<file path="src/rtl/fci_pkg.sv">
package fci_pkg;
  localparam int unsigned REG_ADDR_W = 8;
  localparam int unsigned CNT_FIELD_W = 16;
  localparam int unsigned EN_BIT = 31;
  localparam logic [REG_ADDR_W-1:0] CTRL_ADDR = 8'h1a;
  localparam logic [REG_ADDR_W-1:0] SLOT_BASE = 8'h1b;

  typedef struct packed {
    logic                   en;
    logic [CNT_FIELD_W-1:0] count;
  } ctrl_t;
endpackage

</file>
<file path="src/rtl/fci_regs.sv">
module fci_regs
  import fci_pkg::*;
#(
  parameter int unsigned WORD_W    = 32,
  parameter int unsigned NUM_SLOTS = 8
) (
  input  logic                              clk,
  input  logic                              rst_n,
  input  logic                              we,
  input  logic [REG_ADDR_W-1:0]             addr,
  input  logic [WORD_W-1:0]                 wdata,
  output logic [NUM_SLOTS-1:0][WORD_W-1:0]  slots_q,
  output ctrl_t                             ctrl_q
);
  ctrl_t ctrl_d;
  logic  ctrl_wen;

  assign ctrl_wen = we && (addr == CTRL_ADDR);

  always_comb begin
    ctrl_d = ctrl_q;
    if (ctrl_wen) begin
      ctrl_d.en    = wdata[EN_BIT];
      ctrl_d.count = wdata[CNT_FIELD_W-1:0];
    end
  end

  always_ff @(posedge clk or negedge rst_n) begin
    if (!rst_n) ctrl_q <= '0;
    else        ctrl_q <= ctrl_d;
  end

  for (genvar k = 0; k < NUM_SLOTS; k++) begin : g_slot
    logic              slot_wen;
    logic [WORD_W-1:0] slot_d;
    assign slot_wen = we && (addr == SLOT_BASE + REG_ADDR_W'(k));
    always_comb slot_d = slot_wen ? wdata : slots_q[k];
    always_ff @(posedge clk or negedge rst_n) begin
      if (!rst_n) slots_q[k] <= '0;
      else        slots_q[k] <= slot_d;
    end
  end

  assert_ctrl_write_R2: assert property (@(posedge clk) disable iff (!rst_n)
    ctrl_wen |=> (ctrl_q.en == $past(wdata[EN_BIT])));
endmodule

</file>
<file path="src/rtl/fci_snapshot.sv">
module fci_snapshot
  import fci_pkg::*;
#(
  parameter int unsigned WORD_W    = 32,
  parameter int unsigned NUM_SLOTS = 8,
  localparam int unsigned MAX_BYTES = NUM_SLOTS * (WORD_W / 8),
  localparam int unsigned CNT_W     = $clog2(MAX_BYTES + 1)
) (
  input  logic                              clk,
  input  logic                              rst_n,
  input  logic                              load,
  input  logic [NUM_SLOTS-1:0][WORD_W-1:0]  slots_in,
  input  logic [CNT_FIELD_W-1:0]            count_in,
  output logic [CNT_W-1:0]                  limit_next,
  output logic [NUM_SLOTS-1:0][WORD_W-1:0]  snap_q,
  output logic [CNT_W-1:0]                  limit_q
);
  logic [NUM_SLOTS-1:0][WORD_W-1:0] snap_d;
  logic [CNT_W-1:0]                 limit_d;

  always_comb begin
    if (count_in > CNT_FIELD_W'(MAX_BYTES)) limit_next = CNT_W'(MAX_BYTES);
    else                                    limit_next = count_in[CNT_W-1:0];
  end

  always_comb begin
    snap_d  = snap_q;
    limit_d = limit_q;
    if (load) begin
      snap_d  = slots_in;
      limit_d = limit_next;
    end
  end

  always_ff @(posedge clk or negedge rst_n) begin
    if (!rst_n) begin
      snap_q  <= '0;
      limit_q <= '0;
    end else begin
      snap_q  <= snap_d;
      limit_q <= limit_d;
    end
  end

  assert_clamp_R5: assert property (@(posedge clk) disable iff (!rst_n)
    limit_q <= CNT_W'(MAX_BYTES));
  assert_snap_hold_R8: assert property (@(posedge clk) disable iff (!rst_n)
    !load |=> $stable(snap_q));
endmodule

</file>
<file path="src/rtl/fci_seq.sv">
module fci_seq #(
  parameter int unsigned WORD_W    = 32,
  parameter int unsigned NUM_SLOTS = 8,
  localparam int unsigned BYTES_PER_WORD = WORD_W / 8,
  localparam int unsigned MAX_BYTES = NUM_SLOTS * BYTES_PER_WORD,
  localparam int unsigned CNT_W     = $clog2(MAX_BYTES + 1),
  localparam int unsigned LANE_W    = $clog2(BYTES_PER_WORD),
  localparam int unsigned SLOT_W    = $clog2(NUM_SLOTS)
) (
  input  logic                              clk,
  input  logic                              rst_n,
  input  logic                              frame_start,
  input  logic                              enable,
  input  logic [CNT_W-1:0]                  limit_next,
  input  logic [NUM_SLOTS-1:0][WORD_W-1:0]  snap,
  input  logic [CNT_W-1:0]                  limit_q,
  output logic                              load,
  input  logic                              out_ready,
  output logic                              out_valid,
  output logic [7:0]                        out_data
);
  logic             busy_q, busy_d;
  logic [CNT_W-1:0] idx_q, idx_d;
  logic             fire;
  logic [SLOT_W-1:0] slot_sel;
  logic [LANE_W-1:0] lane_sel;
  logic [WORD_W-1:0] cur_word;

  assign load      = frame_start && enable && !busy_q && (limit_next != '0);
  assign fire      = busy_q && out_ready;
  assign out_valid = busy_q;

  assign lane_sel = idx_q[LANE_W-1:0];
  assign slot_sel = idx_q[LANE_W +: SLOT_W];
  assign cur_word = snap[slot_sel];
  assign out_data = 8'(cur_word >> {lane_sel, 3'b000});

  always_comb begin
    busy_d = busy_q;
    idx_d  = idx_q;
    if (load) begin
      busy_d = 1'b1;
      idx_d  = '0;
    end else if (fire) begin
      idx_d = idx_q + 1'b1;
      if (idx_q + 1'b1 == limit_q) busy_d = 1'b0;
    end
  end

  always_ff @(posedge clk or negedge rst_n) begin
    if (!rst_n) begin
      busy_q <= 1'b0;
      idx_q  <= '0;
    end else begin
      busy_q <= busy_d;
      idx_q  <= idx_d;
    end
  end

  assert_stall_hold_R9: assert property (@(posedge clk) disable iff (!rst_n)
    (out_valid && !out_ready) |=> (out_valid && $stable(out_data)));
  assert_bound_R4: assert property (@(posedge clk) disable iff (!rst_n)
    busy_q |-> (idx_q < limit_q));
  assert_start_zero_R3: assert property (@(posedge clk) disable iff (!rst_n)
    $rose(busy_q) |-> (idx_q == '0));
  assert_no_restart_R7: assert property (@(posedge clk) disable iff (!rst_n)
    (busy_q && frame_start && !out_ready) |=> (busy_q && $stable(idx_q)));
endmodule

</file>
<file path="src/rtl/frame_cmd_injector.sv">
module frame_cmd_injector
  import fci_pkg::*;
#(
  parameter int unsigned WORD_W    = 32,
  parameter int unsigned NUM_SLOTS = 8,
  localparam int unsigned MAX_BYTES = NUM_SLOTS * (WORD_W / 8),
  localparam int unsigned CNT_W     = $clog2(MAX_BYTES + 1)
) (
  input  logic                  clk,
  input  logic                  rst_n,
  input  logic                  reg_we,
  input  logic [REG_ADDR_W-1:0] reg_addr,
  input  logic [WORD_W-1:0]     reg_wdata,
  input  logic                  frame_start,
  output logic                  out_valid,
  input  logic                  out_ready,
  output logic [7:0]            out_data
);
  logic [NUM_SLOTS-1:0][WORD_W-1:0] slots_q, snap_q;
  ctrl_t                            ctrl_q;
  logic [CNT_W-1:0]                 limit_next, limit_q;
  logic                             load;

  fci_regs #(.WORD_W(WORD_W), .NUM_SLOTS(NUM_SLOTS)) u_regs (
    .clk(clk), .rst_n(rst_n), .we(reg_we), .addr(reg_addr),
    .wdata(reg_wdata), .slots_q(slots_q), .ctrl_q(ctrl_q)
  );

  fci_snapshot #(.WORD_W(WORD_W), .NUM_SLOTS(NUM_SLOTS)) u_snap (
    .clk(clk), .rst_n(rst_n), .load(load), .slots_in(slots_q),
    .count_in(ctrl_q.count), .limit_next(limit_next),
    .snap_q(snap_q), .limit_q(limit_q)
  );

  fci_seq #(.WORD_W(WORD_W), .NUM_SLOTS(NUM_SLOTS)) u_seq (
    .clk(clk), .rst_n(rst_n), .frame_start(frame_start),
    .enable(ctrl_q.en), .limit_next(limit_next), .snap(snap_q),
    .limit_q(limit_q), .load(load), .out_ready(out_ready),
    .out_valid(out_valid), .out_data(out_data)
  );

  assert_idle_disabled_R6: assert property (@(posedge clk) disable iff (!rst_n)
    (!out_valid && !ctrl_q.en) |=> !out_valid);
endmodule

</file>
<file path="config.mk">
export PLATFORM = sky130hd
export DESIGN_NAME = frame_cmd_injector
export DESIGN_NICKNAME = d
export VERILOG_FILES = /design/src/rtl/fci_pkg.sv /design/src/rtl/fci_regs.sv /design/src/rtl/fci_snapshot.sv /design/src/rtl/fci_seq.sv /design/src/rtl/frame_cmd_injector.sv
export SDC_FILE = /design/constraint.sdc
export NUM_CORES = 1
export LEC_CHECK = 0
export BUFFER_PORTS_ARGS = -buffer_cell sky130_fd_sc_hd__buf_4
export CAP_MARGIN = 20
export CORE_ASPECT_RATIO = 2
export CORE_UTILIZATION = 25
export DETAILED_ROUTE_END_ITERATION = 10
export SYNTH_ARGS = -nofsm -noshare
export SYNTH_HDL_FRONTEND = slang
export SYNTH_HIERARCHICAL = 1
export SYNTH_SLANG_ARGS = --single-unit
</file>
<file path="constraint.sdc">
create_clock -name clk -period 4.8 [get_ports clk]
set_input_delay 0.96 -clock clk [delete_from_list [all_inputs] [get_ports clk]]
set_output_delay 0.96 -clock clk [all_outputs]
set_load 0.02 [all_outputs]
</file>
# Yosys cells after proc, flatten, opt, wreduce, memory -nomap -nowiden
# Index checks and enable logic that the tools add are counted.
[word_totals] word_cells=61 ram_bits=0 in_bits=45 romBits=0 reg_bits=542 latchBits=0 memories=0
[classes] shift=1 bitwise=0 n_reduce_logical=18 n_div=0 multipliers=0 addsub=1 n_mux=8 n_eq_ne=10 n_lt_le_gt_ge=2
[ops] op="binary-select mux 32 bit (select 3 bit)" count=1
[ops] op="== test 8 x 5 -> 1 bit (second input constant)" count=6
[ops] op="2-to-1 mux 32 bit" count=1
[ops] op=">> shifter 32 x 5 -> 8 bit" count=1
[ops] op="== test 8 x 6 -> 1 bit (second input constant)" count=3
[ops] op="2-to-1 mux 6 bit" count=3
[ops] op="> comparator 16 x 6 -> 1 bit (second input constant)" count=1
[ops] op="logical AND 1 bit" count=13
[ops] op="adder 6 x 1 -> 6 bit (second input constant)" count=1
[ops] op="== test 6 bit" count=1
[ops] op="nonzero test 6 bit" count=1
[ops] op="less-than comparator 3 x 4 -> 1 bit (second input constant)" count=1
[ops] op="nonzero test 2 bit" count=2
[ops] op="2-to-1 mux 1 bit" count=3
[ops] op="AND reduction 2 bit" count=1
[ops] op="zero test 1 bit" count=1

# Depth between registers and ports, before layout
[logic_depth] word_depth=6 mapped_depth=12 mapped_depth_nobuf=8

# Modules after synthesis
# Netlist, hierarchy kept.
[modules_own_cells] mod="fci_regs" cells_each=592 n_inst=1 area_each_um2=10293.6
[modules_own_cells] mod="fci_snapshot" cells_each=571 n_inst=1 area_each_um2=9909.5
[modules_own_cells] mod="fci_seq" cells_each=168 n_inst=1 area_each_um2=2501.1

# Least setup slack after synthesis
# Ideal clock, no wire load.
[synth_timing] path_kind="reg2out" startpoint="register u_seq.idx_q[3]" endpoint="output out_data[0]" t_arrival_ps=2050 setup_slack_ps=1790 required_time_ps=3840 stages_incl_launch_ff=6 cell_sequence="dfrtp_1 clkbuf_1 clkbuf_1 mux4_2 mux4_2 mux2_2"
[synth_between] elab_chain_cells=3
[synth_rtl] item="start, declared" line="fci_seq.sv:23" source="logic [CNT_W-1:0] idx_q, idx_d;"
[synth_rtl] item="start signal, assigned" line="fci_seq.sv:56" source="idx_q <= idx_d;"
[synth_rtl] item="binary-select mux 32 bit (select 3 bit)" line="fci_seq.sv:35" source="assign cur_word = snap[slot_sel];"
[synth_rtl] item="2-to-1 mux 32 bit (not written as such)" line="fci_seq.sv:35"
[synth_rtl] item=">> shifter 32 x 5 -> 8 bit" line="fci_seq.sv:36" source="assign out_data = 8'(cur_word >> {lane_sel, 3'b000});"
[synth_rtl] item="end, declared" line="frame_cmd_injector.sv:17" source="output logic [7:0] out_data"
# No other way between the ends. The select of a mux whose other input is x is not followed.

# Final worst setup path
[layout_timing] startpoint="register u_seq.idx_q[2]" endpoint="output out_data[5]"
# The elaborated chain is that of the path after synthesis.

==> results.py <==
metrics = {
    "status": {
        "outcome": "finished clean",
    },
    "grt": {
        "grtUsageMet2_pct": 21.78,
        "grt_pass1_vias": 13050,
        "grt_busiest_layer": "met2",
        "use_met3_pct": 1.633,
        "grt_usage_pct": 11.93,
        "grt_pass1_wl_um": 83760,
        "use_met1_pct": 13.74,
        "antenna_found_initial": 7,
        "grt-ovfl-total": 0,
        "grt_max_degree": 111,
    },
    "sta": {
        "tightest_slew_ns": 0.9744,
        "period_share_pct": 89.29,
        "hold_ws_ns": 0.4847,
        "hold_violations": 0,
        "fin_crit_ns": 4.286,
        "finalMaxSlewViolations": 0,
        "fmax_mhz": 233.3,
        "finalSetupTns_ns": 0,
        "grt_setup_unrepaired": "no",
        "max_slew_margin_pct": 35.04,
        "finalSetupViolCount": 0,
        "worst_slack_ns": 0.5139,
        "fin_skew_ns": 0.01302,
    },
    "detailed_routing": {
        "remaining_drc_errors": 0,
        "drt_iter0_markers": 650,
        "routed_wl_um": 53440,
        "ant_nets": 0,
        "wl_per_cell_um": 20.59,
        "vias_per_cell": 4.429,
        "first_pass_iters": 4,
        "num_vias": 11500,
    },
    "setup_path": {
        "cpMostUsedCell": "mux4_2",
        "end_kind": "primary output",
        "r2r-start": "u_regs/ctrl_q[10]",
        "startpoint_type": "flip-flop",
        "rr_endpoint": "u_snap/snap_q[17]",
        "worstPathRequired_ns": 3.84,
        "cp_num_cells": 5,
        "cp_max_fo": 38,
        "worstRegToRegCells": 8,
        "r2r_setup_slack_ns": 1.12,
        "crit_family": "multiplexers",
        "crit_chain": "buf_12 > mux4_2 > mux4_2 > mux2_2 > buf_4",
        "slowest_stage": "dfrtp_4",
        "crit_arrival_ns": 3.33,
        "crit_type": "reg -> out",
        "slowest_delay_ns": 0.67,
        "crit_buf_inv": 2,
    },
    "clocking": {
        "post_cts_buffers": 0,
        "clkTransAtPathRegs_ns": 0.07,
        "cts_resized": 0,
        "clkSinkCount": 542,
        "htreeDepth": 2,
        "root_buffer": "clkbuf_16",
        "clk_path_buf_depth": 3,
        "cts_tree": "done",
        "cts_buffers": 45,
        "clkLatencyLatePin_ns": 0.57,
        "ctsHoldBuffers": 0,
    },
    "yosys": {
        "ys_types": 45,
        "syn_nets": 1377,
        "synth_top_area_share_pct": 59.74,
        "synthTopCellsByArea": "dfrtp_1, mux2_2, mux4_2",
        "synth_area_sq_um": 22700,
        "ys_warn_count": 6,
        "synth-async-reset-ratio_pct": 100.0,
        "ys_ff_latch": 542,
        "synth-seq-area-share_pct": 59.74,
        "syn_inst": 1331,
        "syn_area_per_cell_sq_um": 17.06,
        "synth_top_area_cell": "dfrtp_1",
        "synth_edf_count": 0,
        "yosys_most_used_dff": "dfrtp_1",
    },
    "finish": {
        "stdcell_area_sq_um": 25890,
        "nFillCells": 9057,
        "fin_cells": 2596,
        "finalNetCount": 1423,
        "area_growth_pct": 14.04,
        "layout-drive-gt1-share_pct": 55.18,
    },
    "power_and_ir_drop": {
        "clock_power_share_pct": 39.3,
        "p_per_area_nw_per_um2": 370.8,
        "seqPwrFrac_pct": 51.6,
        "switching_share_pct": 24.60,
        "ir_drop_v": 0.0002011,
        "p_int_mw": 7.239,
        "combPwrFrac_pct": 9.1,
        "p_switching_mw": 2.361,
        "p_leak_nw": 12.45,
    },
    "min_path": {
        "min_path_type": "in -> async",
    },
    "place": {
        "dp.cells": 2515,
        "place_ws_ns": 1.065,
        "io_buffers": 53,
        "dp_hpwl_um": 33560,
        "gp_congestion": 0.7663,
        "placed_area_sq_um": 24410,
    },
    "floorplanning": {
        "row_count": 156,
        "dieArea_sq_um": 92100,
        "fp.dieH_um": 428.2,
        "fp.dieW_um": 215.1,
        "ioPinCount": 54,
        "core_area_sq_um": 90180,
        "initial_utilization_pct": 25.18,
    },
    "job": {
        "maxCapViolCount": 0,
    },
}
registers in the layout (all words and copies together), names as in the netlist:
| signal | cells |
|---|---|
| u_seq/idx_q | 6 |
| u_snap/limit_q | 6 |
| u_snap/snap_q | 256 |
| u_regs/slots_q | 256 |
| u_regs/ctrl_q | 17 |
| u_seq/out_valid | 1 |
kinds of logic after synthesis:
| kind of cell | count (synthesis) | synth area share (%) |
|---|---|---|
| flops | 542 | 59.74 |
| buf+inv | 88 | 2.645 |
| simple gates | 53 | 1.471 |
| compound gates | 21 | 0.6613 |
| fa+ha+maj | 1 | 0.05510 |
| xor+xnor | 6 | 0.2315 |
| mux | 620 | 35.20 |
per-stage QoR:
| step | util, % | total power, mW |
|---|---|---|
| floorplan | - | 5.511 |
| global placement | 27.06 | 5.924 |
| detailed placement | 27.06 | 5.950 |
| CTS | 28.70 | 9.751 |
| global route | 28.71 | 9.977 |
| finish | 28.71 | 9.600 |
final cells by class:
cell class / instances / area [sq um] / share of cell area [%]
diodes: 3 / 7.507 / 0.02900
clock inverters: 14 / 200.2 / 0.7732
flip-flops and latches: 542 / 13570 / 52.42
well taps: 1185 / 1483 / 5.727
inverters: 6 / 30.03 / 0.1160
repair buffers: 81 / 753.2 / 2.909
clock buffers: 64 / 1277 / 4.934
multi-input cells: 701 / 8568 / 33.09
power groups by stage:
stage	clock (mW)	sequential, mW	combinational [mW]
after global routing	4.04	4.98	0.949
final	3.77	4.96	0.873
after detailed placement	0	5.06	0.892
after floorplan	0	4.84	0.673
after CTS	3.89	4.97	0.894
after global placement	0	5.05	0.877
worst max-delay path by stage:
| stage | start | end | slack (ns) |
|---|---|---|---|
| floorplan | u_seq/idx_q[3] | out_data[0] | 1.79 |
| global placement | u_seq/idx_q[2] | out_data[5] | 1.07 |
| detailed placement | u_seq/idx_q[2] | out_data[5] | 1.07 |
| CTS | u_seq/idx_q[2] | out_data[5] | 0.43 |
| global route | u_seq/idx_q[2] | out_data[5] | 0.41 |
| finish | u_seq/idx_q[2] | out_data[5] | 0.51 |
cells in the mapped netlist (7+ instances only):
library cell    n
mux4_2         80
dfrtp_1       542
mux2_1          9
buf_6          29
nor2b_1         7
buf_2          24
clkbuf_1       17
mux2_2        498
nand2_1         7
mux2_4         30
layer usage:
| metal | wire length (um) | share of wire [%] |
|---|---|---|
| met5 | 23 | 0.043 |
| met4 | 2082 | 3.9 |
| met3 | 1400 | 2.6 |
| met2 | 29220 | 55 |
| met1 | 20720 | 39 |
layout by cell type (no fill, tap or decap), drive strengths merged, types with 3 or more instances in the layout:
master,count
clkinv,7
a21oi,4
nor2,4
mux2,537
bufinv,5
dfrtp,542
nor4,5
xor2,4
a31o,6
inv,6
nor2b,7
nand3,6
mux2i,3
and2,8
diode,3
buf,81
nand2,7
mux4,80
nand4,5
clkbuf,64
Note: power is estimated with default switching activity, not from simulation.
